`config.mk`:
```
export PLATFORM = sky130hd
export DESIGN_NAME = paged_ea_gen
export DESIGN_NICKNAME = d
export VERILOG_FILES = /design/src/rtl/eag_pkg.sv /design/src/rtl/eag_ctrl.sv /design/src/rtl/eag_dp.sv /design/src/rtl/paged_ea_gen.sv
export SDC_FILE = /design/constraint.sdc
export NUM_CORES = 1
export LEC_CHECK = 0
export BUFFER_PORTS_ARGS = -buffer_cell sky130_fd_sc_hd__buf_2
export CORE_AREA = 2 2 75 77
export DETAILED_ROUTE_END_ITERATION = 8
export DIE_AREA = 0 0 77 79
export GPL_TIMING_DRIVEN = 0
export PLACE_DENSITY = 0.77
export SLEW_MARGIN = 40
export SYNTH_ARGS = -nofsm -noshare
export SYNTH_HDL_FRONTEND = slang
export SYNTH_SLANG_ARGS = --single-unit
export TNS_END_PERCENT = 5
```
`constraint.sdc`:
```
create_clock -name clk -period 4.82 [get_ports clk]
set_input_delay 0.964 -clock clk [delete_from_list [all_inputs] [get_ports clk]]
set_output_delay 0.964 -clock clk [all_outputs]
set_load 0.005 [all_outputs]
```
`src/rtl/eag_pkg.sv`:
```
package eag_pkg;
  typedef struct packed {
    logic eaFromBase;  // post-increment: address is the unmodified base
    logic fwdBase;     // pending value replaces the register as base
    logic loadPend;    // capture the stepped value into the pending slot
    logic wrFromPend;  // write port sources the pending slot
    logic wrEn;        // write port active
  } eagStrobes_t;
endpackage

```
`src/rtl/eag_ctrl.sv`:
```
module eag_ctrl #(
  parameter int SEL_W = 2
) (
  input  logic                    clk,
  input  logic                    rstN,
  input  logic                    issue,
  input  logic                    autoMode,
  input  logic [SEL_W-1:0]        sel,
  input  logic                    dispNeg,
  input  logic                    accessDone,
  output eag_pkg::eagStrobes_t    strobes,
  output logic [SEL_W-1:0]        wrSel
);
  logic             pendValid;
  logic             deferValid;
  logic [SEL_W-1:0] pendSel;
  logic             selIsPc;
  logic             autoIdx;
  logic             preDec;
  logic             postInc;
  logic             postDone;
  logic             sameSel;

  assign selIsPc  = (sel == '0);
  assign autoIdx  = issue && autoMode && !selIsPc;
  assign preDec   = autoIdx && dispNeg;
  assign postInc  = autoIdx && !dispNeg;
  assign postDone = pendValid && !deferValid && accessDone;
  assign sameSel  = (pendSel == sel);

  always_comb begin
    strobes            = '0;
    strobes.eaFromBase = postInc;
    strobes.fwdBase    = issue && postDone && sameSel && !selIsPc;
    strobes.loadPend   = postInc;
    wrSel              = pendSel;
    if (preDec) begin
      strobes.wrEn = 1'b1;
      wrSel        = sel;
    end else if (deferValid || postDone) begin
      strobes.wrEn       = 1'b1;
      strobes.wrFromPend = 1'b1;
    end
  end

  always_ff @(posedge clk) begin
    if (!rstN) begin
      pendValid  <= 1'b0;
      deferValid <= 1'b0;
      pendSel    <= '0;
    end else if (deferValid) begin
      deferValid <= 1'b0;
      pendValid  <= 1'b0;
    end else if (preDec && postDone) begin
      if (sameSel) pendValid  <= 1'b0;
      else         deferValid <= 1'b1;
    end else begin
      if (postDone) pendValid <= 1'b0;
      if (postInc) begin
        pendValid <= 1'b1;
        pendSel   <= sel;
      end
    end
  end

  AST_PEND_NOT_PC: assert property (@(posedge clk) disable iff (!rstN)
    pendValid |-> (pendSel != '0));
  AST_DEFER_ONE_CYCLE: assert property (@(posedge clk) disable iff (!rstN)
    deferValid |=> !deferValid);
  AST_NO_ISSUE_ON_DEFER: assert property (@(posedge clk) disable iff (!rstN)
    deferValid |-> !issue);
  AST_DEFER_CLEARS_PEND: assert property (@(posedge clk) disable iff (!rstN)
    deferValid |=> !pendValid);
endmodule

```
`src/rtl/eag_dp.sv`:
```
module eag_dp #(
  parameter int ADDR_W  = 16,
  parameter int PAGE_W  = 4,
  parameter int DISP_W  = 8,
  parameter int SEL_W   = 2,
  localparam int NUM_REG = 2**SEL_W,
  localparam int OFF_W   = ADDR_W - PAGE_W
) (
  input  logic                             clk,
  input  logic                             rstN,
  input  logic [NUM_REG-1:0][ADDR_W-1:0]   baseRegs,
  input  logic [SEL_W-1:0]                 sel,
  input  logic [DISP_W-1:0]                disp,
  input  eag_pkg::eagStrobes_t             strobes,
  output logic [ADDR_W-1:0]                effAddr,
  output logic [ADDR_W-1:0]                wrData
);
  logic [ADDR_W-1:0] pendVal;
  logic [ADDR_W-1:0] base;
  logic [OFF_W-1:0]  dispExt;
  logic [OFF_W-1:0]  offSum;
  logic [ADDR_W-1:0] stepped;

  assign base    = strobes.fwdBase ? pendVal : baseRegs[sel];
  assign dispExt = {{(OFF_W-DISP_W){disp[DISP_W-1]}}, disp};
  assign offSum  = base[OFF_W-1:0] + dispExt;
  assign stepped = {base[ADDR_W-1:OFF_W], offSum};
  assign effAddr = strobes.eaFromBase ? base : stepped;
  assign wrData  = strobes.wrFromPend ? pendVal : stepped;

  always_ff @(posedge clk) begin
    if (!rstN)                 pendVal <= '0;
    else if (strobes.loadPend) pendVal <= stepped;
  end

  AST_PAGE_HELD: assert property (@(posedge clk) disable iff (!rstN)
    !strobes.fwdBase |-> (effAddr[ADDR_W-1:OFF_W] == baseRegs[sel][ADDR_W-1:OFF_W]));
  AST_PRE_MATCH: assert property (@(posedge clk) disable iff (!rstN)
    (strobes.wrEn && !strobes.wrFromPend) |-> (wrData == effAddr));
endmodule

```
`src/rtl/paged_ea_gen.sv`:
```
module paged_ea_gen #(
  parameter int ADDR_W   = 16,
  parameter int PAGE_W   = 4,
  parameter int DISP_W   = 8,
  parameter int SEL_W    = 2,
  parameter int OPC_W    = 8,
  parameter int MODE_BIT = 2,
  localparam int NUM_REG = 2**SEL_W
) (
  input  logic                           clk,
  input  logic                           rstN,
  input  logic                           issue,
  input  logic [OPC_W-1:0]               opcode,
  input  logic [DISP_W-1:0]              disp,
  input  logic [NUM_REG-1:0][ADDR_W-1:0] baseRegs,
  input  logic                           accessDone,
  output logic [ADDR_W-1:0]              effAddr,
  output logic                           ptrWrEn,
  output logic [SEL_W-1:0]               ptrWrSel,
  output logic [ADDR_W-1:0]              ptrWrData
);
  eag_pkg::eagStrobes_t strobes;
  logic [SEL_W-1:0]     sel;

  assign sel = opcode[SEL_W-1:0];

  eag_ctrl #(.SEL_W(SEL_W)) i_ctrl (
    .clk        (clk),
    .rstN       (rstN),
    .issue      (issue),
    .autoMode   (opcode[MODE_BIT]),
    .sel        (sel),
    .dispNeg    (disp[DISP_W-1]),
    .accessDone (accessDone),
    .strobes    (strobes),
    .wrSel      (ptrWrSel)
  );

  eag_dp #(.ADDR_W(ADDR_W), .PAGE_W(PAGE_W), .DISP_W(DISP_W), .SEL_W(SEL_W)) i_dp (
    .clk      (clk),
    .rstN     (rstN),
    .baseRegs (baseRegs),
    .sel      (sel),
    .disp     (disp),
    .strobes  (strobes),
    .effAddr  (effAddr),
    .wrData   (ptrWrData)
  );

  assign ptrWrEn = strobes.wrEn;

  AST_WR_NOT_PC: assert property (@(posedge clk) disable iff (!rstN)
    ptrWrEn |-> (ptrWrSel != '0));
  AST_PLAIN_ALONE_NO_WR: assert property (@(posedge clk) disable iff (!rstN)
    (issue && !opcode[MODE_BIT] && !accessDone && !$past(issue && accessDone)
     && !$past(ptrWrEn && issue)) |-> !ptrWrEn);
endmodule

```
==> run_results.csv <==
group,metric,value,unit
clock_tree,cts_tree,"yes",
logic_synthesis,synth.most_common_cell,"nand2_1",
grt,first_global_vias,2687,
sta,tightest_slew,0.571,ns
clock_tree,cts.reportedPaths.clkPinSlew,0.09,ns
drt,drcViolationCount,0,
logic_synthesis,synthFlopType,"dfxtp_1",
grt,grt_pass1_wl,12300,µm
power_and_ir_drop,leakage,1.56,nW
final_layout,layout.nets,513,
logic_synthesis,synth_area_per_cell,8.65,µm²
power_and_ir_drop,power,0.737,mW
outcome,status,"finished clean",
logic_synthesis,yosysTopAreaCell,"dfxtp_1",
logic_synthesis,netlist_top_cells_area,"dfxtp_1, mux2_2, mux4_2",
grt,grt_max_degree,12,
sta,period_share,98.6,%
sta,hold_violations,0,
setup_path,critPathCaptureType,"output pin",
drt,via_per_inst,5.63,
clock_tree,clock_latency,0.27,ns
die,io_pins,119,
clock_tree,cts_sinks,20,
clock_tree,cts_buffers,3,
logic_synthesis,synth_edf_count,0,
grt,grt-ovfl-total,0,
setup_path,worstPathMaxFanout,6,
setup_path,r2r_end,"i_dp.pendVal[8]$_SDFFE_PN0P_",
drt,wl_per_cell,16.4,µm
drt,vias,2748,
place,gp_congestion,0.866,
setup_path,crit_buf_inv,5,
logic_synthesis,ys_ff_latch,20,
setup_path,r2r_slack,1.66,ns
drt,first_pass_iters,4,
clock_tree,root_buffer,"clkbuf_8",
drt,drt-initial-drc-count,182,
power_and_ir_drop,ir_drop,0.141,mV
logic_synthesis,async_reset_ff_share,0,%
die,dieWidth,77,µm
logic_synthesis,synth.net_count,373,
sta,worst_clock_skew,0.00205,ns
sta,rsz0062_at_grt,"true",
setup_path,startpoint_type,"input port",
clock_tree,clk_path_buf_depth,2,
logic_synthesis,synth_area,2400,µm²
sta,max_freq,210,MHz
setup_path,reg2reg_depth,15,
setup_path,required,3.86,ns
logic_synthesis,synth.distinct_cells,47,
grt,antenna_found_initial,0,
worst_hold_path,hold_depth,2,
setup_path,slowest_stage,"mux2_4",
power_and_ir_drop,powerDensity,210,nW/µm²
sta,slew_headroom,61.4,%
drt,routed_wl,8010,µm
drt,detail-route-antenna-nets,0,
clock_tree,cts.htree.levels,1,
setup_path,arrival,3.79,ns
die,die_area,6080,µm²
sta,slew_viol_final,0,
die,die_h,79,µm
worst_hold_path,min_to,"i_ctrl.deferValid$_SDFF_PP0_",
final_layout,diodes,0,
grt,grtUsageTotal,25.0,%
die,placementRows,27,
run,drv_cap,0,
worst_hold_path,hp-start,"i_ctrl.pendValid$_SDFFE_PP0P_",
sta,fin_crit,4.75,ns
clock_tree,holdBufCountCts,0,
setup_path,cpLargestDelayFamily,"compound AO/OA/AOI/OAI gates",
sta,fin_hold_ws,0.479,ns
sta,fin_ws,0.0666,ns
place,dpl.hpwl,5560,µm
die,fp.coreArea,5340,µm²
sta,finalSetupViolCount,0,
logic_synthesis,netlist_top_cells_count,"nand2_1, mux2_2, nor2_1, o21ai_0, dfxtp_1",
place,portBuffers,113,
final_layout,drive_gt1_share,50.7,%
place,pre_cts_ws,-0.411,ns
logic_synthesis,syn_inst,277,
logic_synthesis,synth_top_area_share,16.7,%
setup_path,crit_chain,"buf_8 > buf_12 > xnor2_4 > a31oi_4 > nor2_4 > buf_8 > buf_12 > mux2_4 > ha_4 > o21ai_1 > o21a_1 > nor2_2 > a211o_1 > mux2i_1 > xor2_1 > buf_2",
worst_hold_path,holdCritPathClass,"reg -> reg",
logic_synthesis,synth-seq-area-share,16.7,%
die,start_util,44.9,%
setup_path,cp_slowest_stage_delay,0.31,ns
final_layout,area_growth,46.7,%
sta,totalNegativeSetupSlack,0,ns
logic_synthesis,ys.warnings.count,0,
setup_path,crit_type,"in -> out",
setup_path,r2r-start,"i_ctrl.pendSel[0]$_SDFFE_PN0P_",
==> cells in the final DEF (no fill, tap or decap), types with 4 or more instances in the layout <==
cell	n
dfxtp_1	20
inv_1	4
a21boi_0	5
mux2_2	21
buf_12	4
o21ai_1	9
buf_4	20
nor2b_1	4
nand3_1	4
o21ai_0	13
xor2_1	4
nor2_1	20
mux2_4	5
mux4_1	6
a21oi_1	10
buf_2	114
clkbuf_1	10
nor3b_1	7
nand2_1	46
ha_4	8
mux2i_1	5
mux4_2	10
clkbuf_8	4
==> power breakdown <==
part	leakage (nW)	internal, mW	switching (mW)	total (mW)
combinational	1.37	0.223	0.193	0.417
sequential	0.162	0.172	0.00643	0.179
clock	0.0288	0.0731	0.0687	0.142
==> per-layer routing <==
layer	share of wire (%)	global-route usage, %	up-vias
li1	-	-	1307
met1	41	30.8	1309
met2	51	45.1	112
met3	6.1	3.64	20
met4	2.1	8.04	0
met5	0	0	-
==> cells by family after synthesis <==
logic type / count (synthesis) / share of synthesized area, %
mux: 47 / 30.3
flops: 20 / 16.7
simple gates: 106 / 21.8
fa+ha+maj: 12 / 6.58
xor+xnor: 8 / 3.24
compound gates: 61 / 17.0
buf+inv: 23 / 4.49
==> stage by stage <==
| stage | utilization (%) | area (µm²) | instances |
|---|---|---|---|
| after detailed placement | 57.2 | 3050 | 462 |
| after global routing | 65.9 | 3520 | 488 |
| after floorplan | - | 2400 | 277 |
| after CTS | 61.7 | 3290 | 479 |
| final | 65.9 | 3520 | 488 |
| after global placement | 57.2 | 3050 | 462 |
==> timing repair <==
action / in CTS / in global routing
resized for setup: 18 / 35
pin swaps: 4 / 17
cloned: 0 / 0
setup endpoints to repair: 14 / 12
buffers inserted: 13 / 9
==> sequential cells by signal, indices dropped and copies added, names as in the netlist <==
name and cells:
i_ctrl.deferValid 1, i_ctrl.pendSel 2, i_ctrl.pendValid 1, i_dp.pendVal 16
==> final cells by class <==
type	instances	area (µm²)
sequential	20	400
clock buffer	4	55.1
inverter	6	22.5
tap	72	90.1
buffer	17	121
timing repair buffer	135	769
fill	439	1820
multi-input combinational	234	2060
==> tightest hold or removal path: cells and delay by family (launching register included) <==
family | cells | cell delay, ns
and+or+nand+nor | 2 | 0.10
DFF | 1 | 0.34
==> worst max-delay path by stage <==
stage / start / endpoint / cells past startpoint
after CTS: opcode[0] / ptrWrData[7] / 15
final: opcode[0] / effAddr[11] / 16
after detailed placement: opcode[0] / ptrWrData[6] / 15
after global routing: opcode[0] / effAddr[11] / 16
after floorplan: opcode[0] / ptrWrData[6] / 13
after global placement: opcode[0] / ptrWrData[6] / 15
Note: power is estimated with default switching activity, not from simulation.
